<file path="src/rtl/fcz_pkg.sv">
package fcz_pkg;

  typedef enum logic [1:0] {
    ZM_FIXED     = 2'b00,
    ZM_ROTATE    = 2'b01,
    ZM_CHOP      = 2'b10,
    ZM_FIXED_ALT = 2'b11
  } zmode_e;

  localparam logic [1:0] LV_ZERO = 2'b00;
  localparam logic [1:0] LV_POS  = 2'b01;
  localparam logic [1:0] LV_NEG  = 2'b11;

  // Level code from outer/inner gate states.
  function automatic logic [1:0] lvl_of(input logic outer, input logic inner);
    if (outer && inner)        return LV_POS;
    else if (!outer && !inner) return LV_NEG;
    else                       return LV_ZERO;
  endfunction

endpackage

</file>
<file path="src/rtl/fcz_phase_gen.sv">
module fcz_phase_gen
  import fcz_pkg::*;
#(
  parameter int PER_W  = 16,
  parameter int CHOP_W = 12
) (
  input  logic              clk,
  input  logic              rst,
  input  logic              en,
  input  logic [PER_W-1:0]  period_i,
  input  logic [PER_W-1:0]  zlen_i,
  input  logic [CHOP_W-1:0] chop_i,
  input  zmode_e            mode_i,
  output logic [PER_W-1:0]  ph_q,
  output logic              par_q,
  output logic [PER_W-1:0]  period_q,
  output logic [PER_W-1:0]  zlen_q,
  output logic [CHOP_W-1:0] chop_q,
  output zmode_e            mode_q
);

  logic wrap;
  assign wrap = (ph_q == period_q - PER_W'(1));

  always_ff @(posedge clk) begin
    if (rst || !en) begin
      ph_q     <= '0;
      par_q    <= 1'b0;
      period_q <= period_i;
      zlen_q   <= zlen_i;
      chop_q   <= chop_i;
      mode_q   <= mode_i;
    end else if (wrap) begin
      ph_q     <= '0;
      par_q    <= ~par_q;
      period_q <= period_i;
      zlen_q   <= zlen_i;
      chop_q   <= chop_i;
      mode_q   <= mode_i;
    end else begin
      ph_q <= ph_q + PER_W'(1);
    end
  end

endmodule

</file>
<file path="src/rtl/fcz_level_dec.sv">
module fcz_level_dec #(
  parameter int PER_W = 16
) (
  input  logic [PER_W-1:0] ph,
  input  logic [PER_W-1:0] period,
  input  logic [PER_W-1:0] zlen,
  output logic             is_zero,
  output logic             is_pos
);

  logic [PER_W-1:0] half;
  logic [PER_W-1:0] off;

  always_comb begin
    half    = period >> 1;
    is_pos  = (ph < half);
    off     = is_pos ? ph : (ph - half);
    if (zlen >= half) is_zero = 1'b1;
    else              is_zero = (off < zlen) || (off >= half - zlen);
  end

endmodule

</file>
<file path="src/rtl/fcz_chop_timer.sv">
module fcz_chop_timer #(
  parameter int CHOP_W = 12
) (
  input  logic              clk,
  input  logic              rst,
  input  logic              en,
  input  logic              is_zero,
  input  logic [CHOP_W-1:0] chop_len,
  output logic              flag_q
);

  logic [CHOP_W-1:0] cnt_q;

  // Count restarts at every new zero run, so each run begins on combination A.
  always_ff @(posedge clk) begin
    if (rst || !en || !is_zero) begin
      cnt_q  <= '0;
      flag_q <= 1'b0;
    end else if (cnt_q == chop_len - CHOP_W'(1)) begin
      cnt_q  <= '0;
      flag_q <= ~flag_q;
    end else begin
      cnt_q <= cnt_q + CHOP_W'(1);
    end
  end

endmodule

</file>
<file path="src/rtl/fcz_gate_out.sv">
module fcz_gate_out
  import fcz_pkg::*;
(
  input  logic       clk,
  input  logic       rst,
  input  logic       en,
  input  logic       is_zero,
  input  logic       is_pos,
  input  zmode_e     mode,
  input  logic       par,
  input  logic       chop_flag,
  output logic       t1_o,
  output logic       t2_o,
  output logic       t3_o,
  output logic       t4_o,
  output logic [1:0] lvl_o
);

  logic sel_b;
  logic nx_outer;
  logic nx_inner;

  always_comb begin
    unique case (mode)
      ZM_ROTATE: sel_b = par;
      ZM_CHOP:   sel_b = chop_flag;
      default:   sel_b = 1'b0;
    endcase
    if (is_zero) begin
      nx_outer = ~sel_b;
      nx_inner = sel_b;
    end else begin
      nx_outer = is_pos;
      nx_inner = is_pos;
    end
  end

  always_ff @(posedge clk) begin
    if (rst || !en) begin
      t1_o  <= 1'b0;
      t2_o  <= 1'b0;
      t3_o  <= 1'b0;
      t4_o  <= 1'b0;
      lvl_o <= LV_ZERO;
    end else begin
      t1_o  <= nx_outer;
      t3_o  <= ~nx_outer;
      t2_o  <= nx_inner;
      t4_o  <= ~nx_inner;
      lvl_o <= lvl_of(nx_outer, nx_inner);
    end
  end

endmodule

</file>
<file path="src/rtl/fcz_leg_mod.sv">
module fcz_leg_mod
  import fcz_pkg::*;
#(
  parameter int PER_W  = 16,
  parameter int CHOP_W = 12
) (
  input  logic              clk,
  input  logic              rst,
  input  logic              en,
  input  logic [1:0]        mode_i,
  input  logic [PER_W-1:0]  period_i,
  input  logic [PER_W-1:0]  zlen_i,
  input  logic [CHOP_W-1:0] chop_i,
  output logic              t1_o,
  output logic              t2_o,
  output logic              t3_o,
  output logic              t4_o,
  output logic [1:0]        lvl_o
);

  logic [PER_W-1:0]  ph_q;
  logic              par_q;
  logic [PER_W-1:0]  period_q;
  logic [PER_W-1:0]  zlen_q;
  logic [CHOP_W-1:0] chop_q;
  zmode_e            mode_q;
  logic              is_zero;
  logic              is_pos;
  logic              chop_flag;

  fcz_phase_gen #(.PER_W(PER_W), .CHOP_W(CHOP_W)) u_phase (
    .clk(clk), .rst(rst), .en(en),
    .period_i(period_i), .zlen_i(zlen_i), .chop_i(chop_i),
    .mode_i(zmode_e'(mode_i)),
    .ph_q(ph_q), .par_q(par_q), .period_q(period_q),
    .zlen_q(zlen_q), .chop_q(chop_q), .mode_q(mode_q)
  );

  fcz_level_dec #(.PER_W(PER_W)) u_level (
    .ph(ph_q), .period(period_q), .zlen(zlen_q),
    .is_zero(is_zero), .is_pos(is_pos)
  );

  fcz_chop_timer #(.CHOP_W(CHOP_W)) u_chop (
    .clk(clk), .rst(rst), .en(en), .is_zero(is_zero),
    .chop_len(chop_q), .flag_q(chop_flag)
  );

  fcz_gate_out u_gate (
    .clk(clk), .rst(rst), .en(en),
    .is_zero(is_zero), .is_pos(is_pos), .mode(mode_q),
    .par(par_q), .chop_flag(chop_flag),
    .t1_o(t1_o), .t2_o(t2_o), .t3_o(t3_o), .t4_o(t4_o), .lvl_o(lvl_o)
  );

endmodule

</file>
<file path="config.mk">
export PLATFORM = sky130hd
export DESIGN_NAME = fcz_leg_mod
export DESIGN_NICKNAME = d
export VERILOG_FILES = /design/src/rtl/fcz_pkg.sv /design/src/rtl/fcz_phase_gen.sv /design/src/rtl/fcz_level_dec.sv /design/src/rtl/fcz_chop_timer.sv /design/src/rtl/fcz_gate_out.sv /design/src/rtl/fcz_leg_mod.sv
export SDC_FILE = /design/constraint.sdc
export NUM_CORES = 1
export LEC_CHECK = 0
export BUFFER_PORTS_ARGS = -buffer_cell sky130_fd_sc_hd__clkbuf_2
export CORE_MARGIN = 2
export CORE_UTILIZATION = 40
export CTS_CLUSTER_DIAMETER = 40
export DETAILED_ROUTE_END_ITERATION = 10
export PLACE_DENSITY_LB_ADDON = 0.1
export SYNTH_ARGS = -nofsm -noshare
export SYNTH_HDL_FRONTEND = slang
export SYNTH_SLANG_ARGS = --single-unit
</file>
<file path="constraint.sdc">
create_clock -name clk -period 4.4 [get_ports clk]
set_clock_uncertainty 0.1 [all_clocks]
set_input_delay 0.88 -clock clk [delete_from_list [all_inputs] [get_ports clk]]
set_output_delay 0.88 -clock clk [all_outputs]
set_load 0.02 [all_outputs]
</file>
Word level (Yosys, flattened, before mapping)
Cells that the tools add are included.

Memories: 0. Bits in writable memories: 0. Logic and storage cells: 61. Bits of input ports: 49. Register bits after elaboration: 82. Output and inout bits: 6. Memory bits (read-only): 0. Bits in latches: 0.

Divide/modulo/power cells: 0. Bitwise operators: 5. $lt $le $gt $ge: 4. $mul: 0. Equality and inequality tests: 4. Shift operators: 0. Add/sub/neg operators: 6. Reduce and logical (&&, ||, !) cells: 13. Mux-type cells: 15.

Operators by type and width (number): two-way mux 16 bit (5); two-way mux 12 bit (2); adder 16 x 1 -> 16 bit, second input constant (1); equality test 16 bit (1); greater-or-equal comparator 16 x 15 -> 1 bit (1); greater-or-equal comparator 16 bit (1); less-than comparator 16 x 15 -> 1 bit (1); less-than comparator 16 bit (1); subtractor 15 x 16 -> 16 bit (1); subtractor 16 x 1 -> 16 bit, second input constant (1); subtractor 16 x 15 -> 16 bit (1); adder 12 x 1 -> 12 bit, second input constant (1); equality test 12 bit (1); subtractor 12 x 1 -> 12 bit, second input constant (1); two-way mux 2 bit (3); OR reduction 2 bit (3); inverter 1 bit (5); logical NOT 1 bit (4); two-way mux 1 bit (4); logical OR 1 bit (3); equality test 2 x 1 -> 1 bit, second input constant (1); equality test 2 bit, second input constant (1); logical AND 1 bit (2); case mux 1 bit (2 select lines) (1); nonzero test 2 bit (1).

Longest topological paths before layout
Depth after elaboration: 10. Gate-level depth with buffers: 20. Mapped depth without buffers: 19.

Hierarchy
Synthesis repeated with hierarchy kept, for this count alone.

Cells, all modules: 687. Area total of the unflattened synthesis: 6338.6 sq um.

Modules (own cells, without submodules): fcz_phase_gen (cells each 212, times used 1, seq. area each 1721.7 sq um, area each 2737.6 sq um); fcz_level_dec (cells each 337, times used 1, seq. area each 0.0 sq um, area each 2406.1 sq um); fcz_chop_timer (cells each 114, times used 1, seq. area each 260.2 sq um, area each 944.7 sq um); fcz_gate_out (cells each 24, times used 1, seq. area each 120.1 sq um, area each 250.2 sq um).

Least setup slack after synthesis
Ideal clock, no wire load.

Path kind: reg2reg. From: reg u_phase.ph_q[0]. To: reg u_chop.cnt_q[10]. Slack: 0.122 ns. Clock period less this slack: 4.278 ns. Cell stages (with the launch flop): 20. Path buffers: 3. Setup time: 0.117 ns. Data required time: 4.183 ns. Data arrival time: 4.061 ns. Cell sequence: dfxtp_1 > inv_1 > ha_1 > fa_1 > nand2b_1 > a21o_1 > a211oi_1 > a31oi_1 > buf_4 > clkbuf_1 > o21ai_0 > ha_1 > a21o_1 > a31oi_1 > o21ai_0 > o2111ai_1 > a41oi_1 > a21oi_2 > buf_2 > nor2_1.

Longest elaborated chain between the ends: 8. Elaborated cells on any way between the ends: 10. Those cells by class: add/sub: 1; order compare: 3; mux: 2; reduce/logical: 4.

RTL lines: start: declaration (line fcz_phase_gen.sv:14) `output logic [PER_W-1:0] ph_q,`; start signal: assignment (line fcz_phase_gen.sv:41) `ph_q <= ph_q + PER_W'(1);`; subtractor 16 x 15 -> 16 bit / less-than comparator 16 x 15 -> 1 bit (equally long branches) (line fcz_level_dec.sv:17, fcz_level_dec.sv:16); two-way mux 16 bit (*) (line fcz_level_dec.sv:17) `off = is_pos ? ph : (ph - half);`; less-than comparator 16 bit / greater-or-equal comparator 16 bit (equally long branches) (line fcz_level_dec.sv:19) `else is_zero = (off < zlen) || (off >= half - zlen);`; logical OR 1 bit (*) (line fcz_level_dec.sv:19); two-way mux 1 bit (*) (line fcz_level_dec.sv:18) `if (zlen >= half) is_zero = 1'b1;`; logical NOT 1 bit (*) (line fcz_chop_timer.sv:16) `if (rst || !en || !is_zero) begin`; logical OR 1 bit (*) (line fcz_chop_timer.sv:16); OR reduction 2 bit (no source line) (*); end signal: assignment (line fcz_chop_timer.sv:23) `cnt_q <= cnt_q + CHOP_W'(1);`; end: declaration (line fcz_chop_timer.sv:12) `logic [CHOP_W-1:0] cnt_q;`.

Every way passes the cells marked *; elsewhere a longest branch is shown, timed or not. A chain may end at the register's enable or synchronous reset.

Worst setup path after layout
From: reg u_phase.period_q[1]. To: reg u_chop.cnt_q[1].

Longest elaborated chain between the ends: 8. Elaborated cells on any way between the ends: 12. Those cells by class: add/sub: 2; order compare: 4; mux: 2; reduce/logical: 4.

RTL lines: start: declaration (line fcz_phase_gen.sv:16) `output logic [PER_W-1:0] period_q,`; start signal: assignment (line fcz_phase_gen.sv:29) `period_q <= period_i;`; start signal: assignment (line fcz_phase_gen.sv:36) `period_q <= period_i;`; subtractor 16 x 15 -> 16 bit / less-than comparator 16 x 15 -> 1 bit (equally long branches) (line fcz_level_dec.sv:17, fcz_level_dec.sv:16); two-way mux 16 bit (line fcz_level_dec.sv:17); less-than comparator 16 bit / greater-or-equal comparator 16 bit (equally long branches) (line fcz_level_dec.sv:19); logical OR 1 bit (line fcz_level_dec.sv:19); two-way mux 1 bit (*) (line fcz_level_dec.sv:18); logical NOT 1 bit (*) (line fcz_chop_timer.sv:16); logical OR 1 bit (*) (line fcz_chop_timer.sv:16); OR reduction 2 bit (no source line) (*).

Marked as above.

==> impl_metrics.csv <==
group,metric,value,unit
cts,tritoncts,"yes",
placed_design,hpwl,12.9,mm
detailed_routing,dr_total_vias,5285,
power,switching_power,0.599,mW
cts,clock_latency,0.35,ns
layout,final_cell_area,7550,sq um
timing,fin_crit_sh,99.3,%
detailed_routing,vias_per_cell,5.38,
layout,nets,908,
global_routing,antenna_found_initial,0,
cts,htree_levels,3,
layout,antenna_cells,0,
synthesis,synth_top_area_cell,"edfxtp_1",
flow_run,max_cap_violations,0,
layout,drive_gt1_share,21.8,%
detailed_routing,wl_per_cell,16.6,microns
timing,grt_setup_unrepaired,"yes",
synthesis,synthDistinctLibCells,64,
cts,cts.sinks,82,
cts,root_buffer,"clkbuf_16",
timing,setup_viol,0,
synthesis,syn_nets,802,
global_routing,grt_use_total,20.7,%
synthesis,synth_most_common_cell,"ha_1",
power,p_clk_share,37.7,%
power,p_sw_share,28.8,%
synthesis,netlist.area_leader.share,22.4,%
power,seqPwrFrac,42.0,%
run_status,status,"finished clean",
global_routing,top_usage_layer,"met2",
cts,cts_max_path_buffers,2,
setup_path,cp.required,4.55,ns
setup_path,path_class,"reg2reg",
layout,syn2layout_area_growth,22.2,%
floorplan,initial_core_util,40.8,%
detailed_routing,drt_iter0_drc,282,
min_path,min_path_type,"reg2reg",
synthesis,synth.area.top_cells,"edfxtp_1, ha_1, dfxtp_1",
cts,clk_pin_slew_worst_paths,0.07,ns
floorplan,die-area,16500,sq um
layout,final_util,49.9,%
setup_path,crit_path_end_kind,"flip-flop",
synthesis,ys_warn_count,0,
global_routing,grt_pass1_vias,5230,
global_routing,grt_max_degree,33,
placed_design,port_buffers,54,
placed_design,gp_congestion,0.897,
synthesis,ys_ff_latch,82,
synthesis,syn_inst,684,
timing,slew_violations,0,
detailed_routing,drc,0,
placed_design,place_ws,-0.169,ns
setup_path,start_kind,"flip-flop",
power,power.internal,1.48,mW
global_routing,grt_util_met1,27.5,%
detailed_routing,wl,16.3,mm
global_routing,overflow,0,
placed_design,dpl_cell_area,6970,sq um
synthesis,yosysSeqAreaShare,34.0,%
global_routing,grt_pass1_wl,26.4,mm
detailed_routing,first_pass_iters,4,
timing,period_needed,4.37,ns
synthesis,synth_area,6180,sq um
timing,max_freq,229,MHz
floorplan,io_pins,55,
timing,fin_ws,0.0289,ns
power,comb_power_share,20.2,%
floorplan,die_h,128,microns
synthesis,synthArstFlopShare,0,%
synthesis,ys.flop_type,"edfxtp_1",
synthesis,avgSynthCellArea,9.03,sq um
floorplan,rows,45,
global_routing,grt_util_met3,3.38,%
min_path,holdPathStages,1,
timing,worstMarginPinSlew,0.724,ns
setup_path,worstPathArrival,4.52,ns
detailed_routing,ant_nets,0,
timing,relSlewSlack,51.6,%
synthesis,synth_edf_count,46,
synthesis,synthTopCellsByCount,"ha_1, nor2_1, nand2_1",
floorplan,dieWidth,128,microns
setup_path,ff2ff_path_depth,20,
power,p_per_area,275,nW/um^2
power,p_leak,3.36,nW
timing,hold_violations,0,
power,peakVddDrop,0.221,mV
global_routing,grtUsageMet2,35.2,%
floorplan,coreArea,15100,sq um
setup_path,crit_fanout,8,
cts,numCtsBuffers,9,
==> per-stage QoR <==
stage	power [mW]	instances	hold WS [ns]	setup TNS [ns]
after CTS	2.09	977	0.413	0
after floorplan	1.15	684	0.358	0
final	2.08	983	0.404	0
after global routing	2.19	983	0.451	-1.92
after global placement	1.28	956	0.388	-1.40
after detailed placement	1.28	956	0.404	-1.15
==> routing by layer <==
metal / part of all wire (%) / wire length [microns]
met4: 1.2 / 200
met3: 3.4 / 556
met2: 49 / 7920
met1: 47 / 7640
met5: 0 / 0
==> area by class of cell <==
type | count | area (sq um)
clock buffers | 10 | 229
clock inverters | 6 | 71.3
fillers | 1415 | 7590
inverters | 47 | 176
multi-input cells | 540 | 4020
flip-flops and latches | 82 | 2100
well taps | 188 | 235
repair buffers | 110 | 716
==> sequential cells by signal (all words and copies together), names as in the netlist, 2 cells and up <==
register	cells
u_phase.period_q	16
u_phase.ph_q	16
u_phase.zlen_q	16
u_chop.cnt_q	12
u_phase.chop_q	12
u_gate.lvl_o	2
u_phase.mode_q	2
==> placed cells by master (no fill, tap or decap), drive strengths merged, types with 6 or more instances in the layout <==
| cell type | synthesis | final |
|---|---|---|
| ha | 67 | 67 |
| a21oi | 38 | 38 |
| edfxtp | 46 | 46 |
| nor3 | 16 | 16 |
| and3 | 17 | 17 |
| a21o | 14 | 14 |
| xnor2 | 45 | 45 |
| dfxtp | 36 | 36 |
| buf | 5 | 55 |
| nand3 | 28 | 28 |
| nand2b | 9 | 9 |
| nor2 | 60 | 60 |
| or3 | 7 | 7 |
| nand2 | 57 | 57 |
| o21ai | 28 | 28 |
| inv | 47 | 50 |
| nand4 | 6 | 6 |
| clkbuf | 10 | 65 |
| xor2 | 35 | 35 |
| o31ai | 6 | 6 |
| a211oi | 10 | 10 |
| nor2b | 6 | 6 |
| nor3b | 6 | 6 |
==> power groups by stage <==
stage          clock, mW  combinational, mW  sequential, mW
2_1_floorplan          0              0.257           0.892
3_3_place_gp           0              0.385           0.890
3_5_place_dp           0              0.392           0.891
4_1_cts            0.809              0.409           0.874
5_1_grt            0.840              0.470           0.879
6_report           0.785              0.420           0.874
==> logic make-up after synthesis <==
logic type                 count (synthesis)  synth area share [%]
and+or+nand+nor                          237                  19.4
AOI/OAI and AO/OA                        147                  15.8
DFF                                       82                  34.0
xor gates and xnor gates                  80                  11.3
adders and majority gates                 69                  14.2
buffers and inverters                     62                  4.03
muxes                                      7                  1.22
==> final timing paths <==
check / from / endpoint / slack (ns)
worst max-delay path: u_phase.period_q[1]$_DFFE_PP_ / u_chop.cnt_q[1]$_SDFF_PP0_ / 0.03
worst min-delay path: u_chop.cnt_q[0]$_SDFF_PP0_ / u_chop.cnt_q[0]$_SDFF_PP0_ / 0.40
worst max register to register: u_phase.period_q[1]$_DFFE_PP_ / u_chop.cnt_q[1]$_SDFF_PP0_ / 0.03
worst min register to register: u_chop.cnt_q[0]$_SDFF_PP0_ / u_chop.cnt_q[0]$_SDFF_PP0_ / 0.40
==> critical path, cell delays in order (launching register included) <==
cell,delay (ns)
edfxtp_1,0.44
ha_4,0.19
fa_2,0.39
nand2b_4,0.15
a21o_1,0.17
a211oi_2,0.22
buf_4,0.16
a31oi_4,0.09
or4b_1,0.51
mux2i_1,0.16
a211o_1,0.20
buf_6,0.13
ha_4,0.20
nor2b_4,0.12
a211oi_2,0.20
buf_4,0.15
a41oi_2,0.13
a21oi_2,0.20
buf_4,0.16
clkbuf_16,0.14
nor2_1,0.04
==> what timing repair did <==
item	in CTS	in global routing
gates cloned	1	0
endpoints found under the setup margin	19	19
pin swaps	7	19
hold buffers	0	0
hold endpoints to repair	0	0
buffers inserted	4	7
gates resized for setup	22	25
Note: power is estimated with default switching activity, not from simulation.
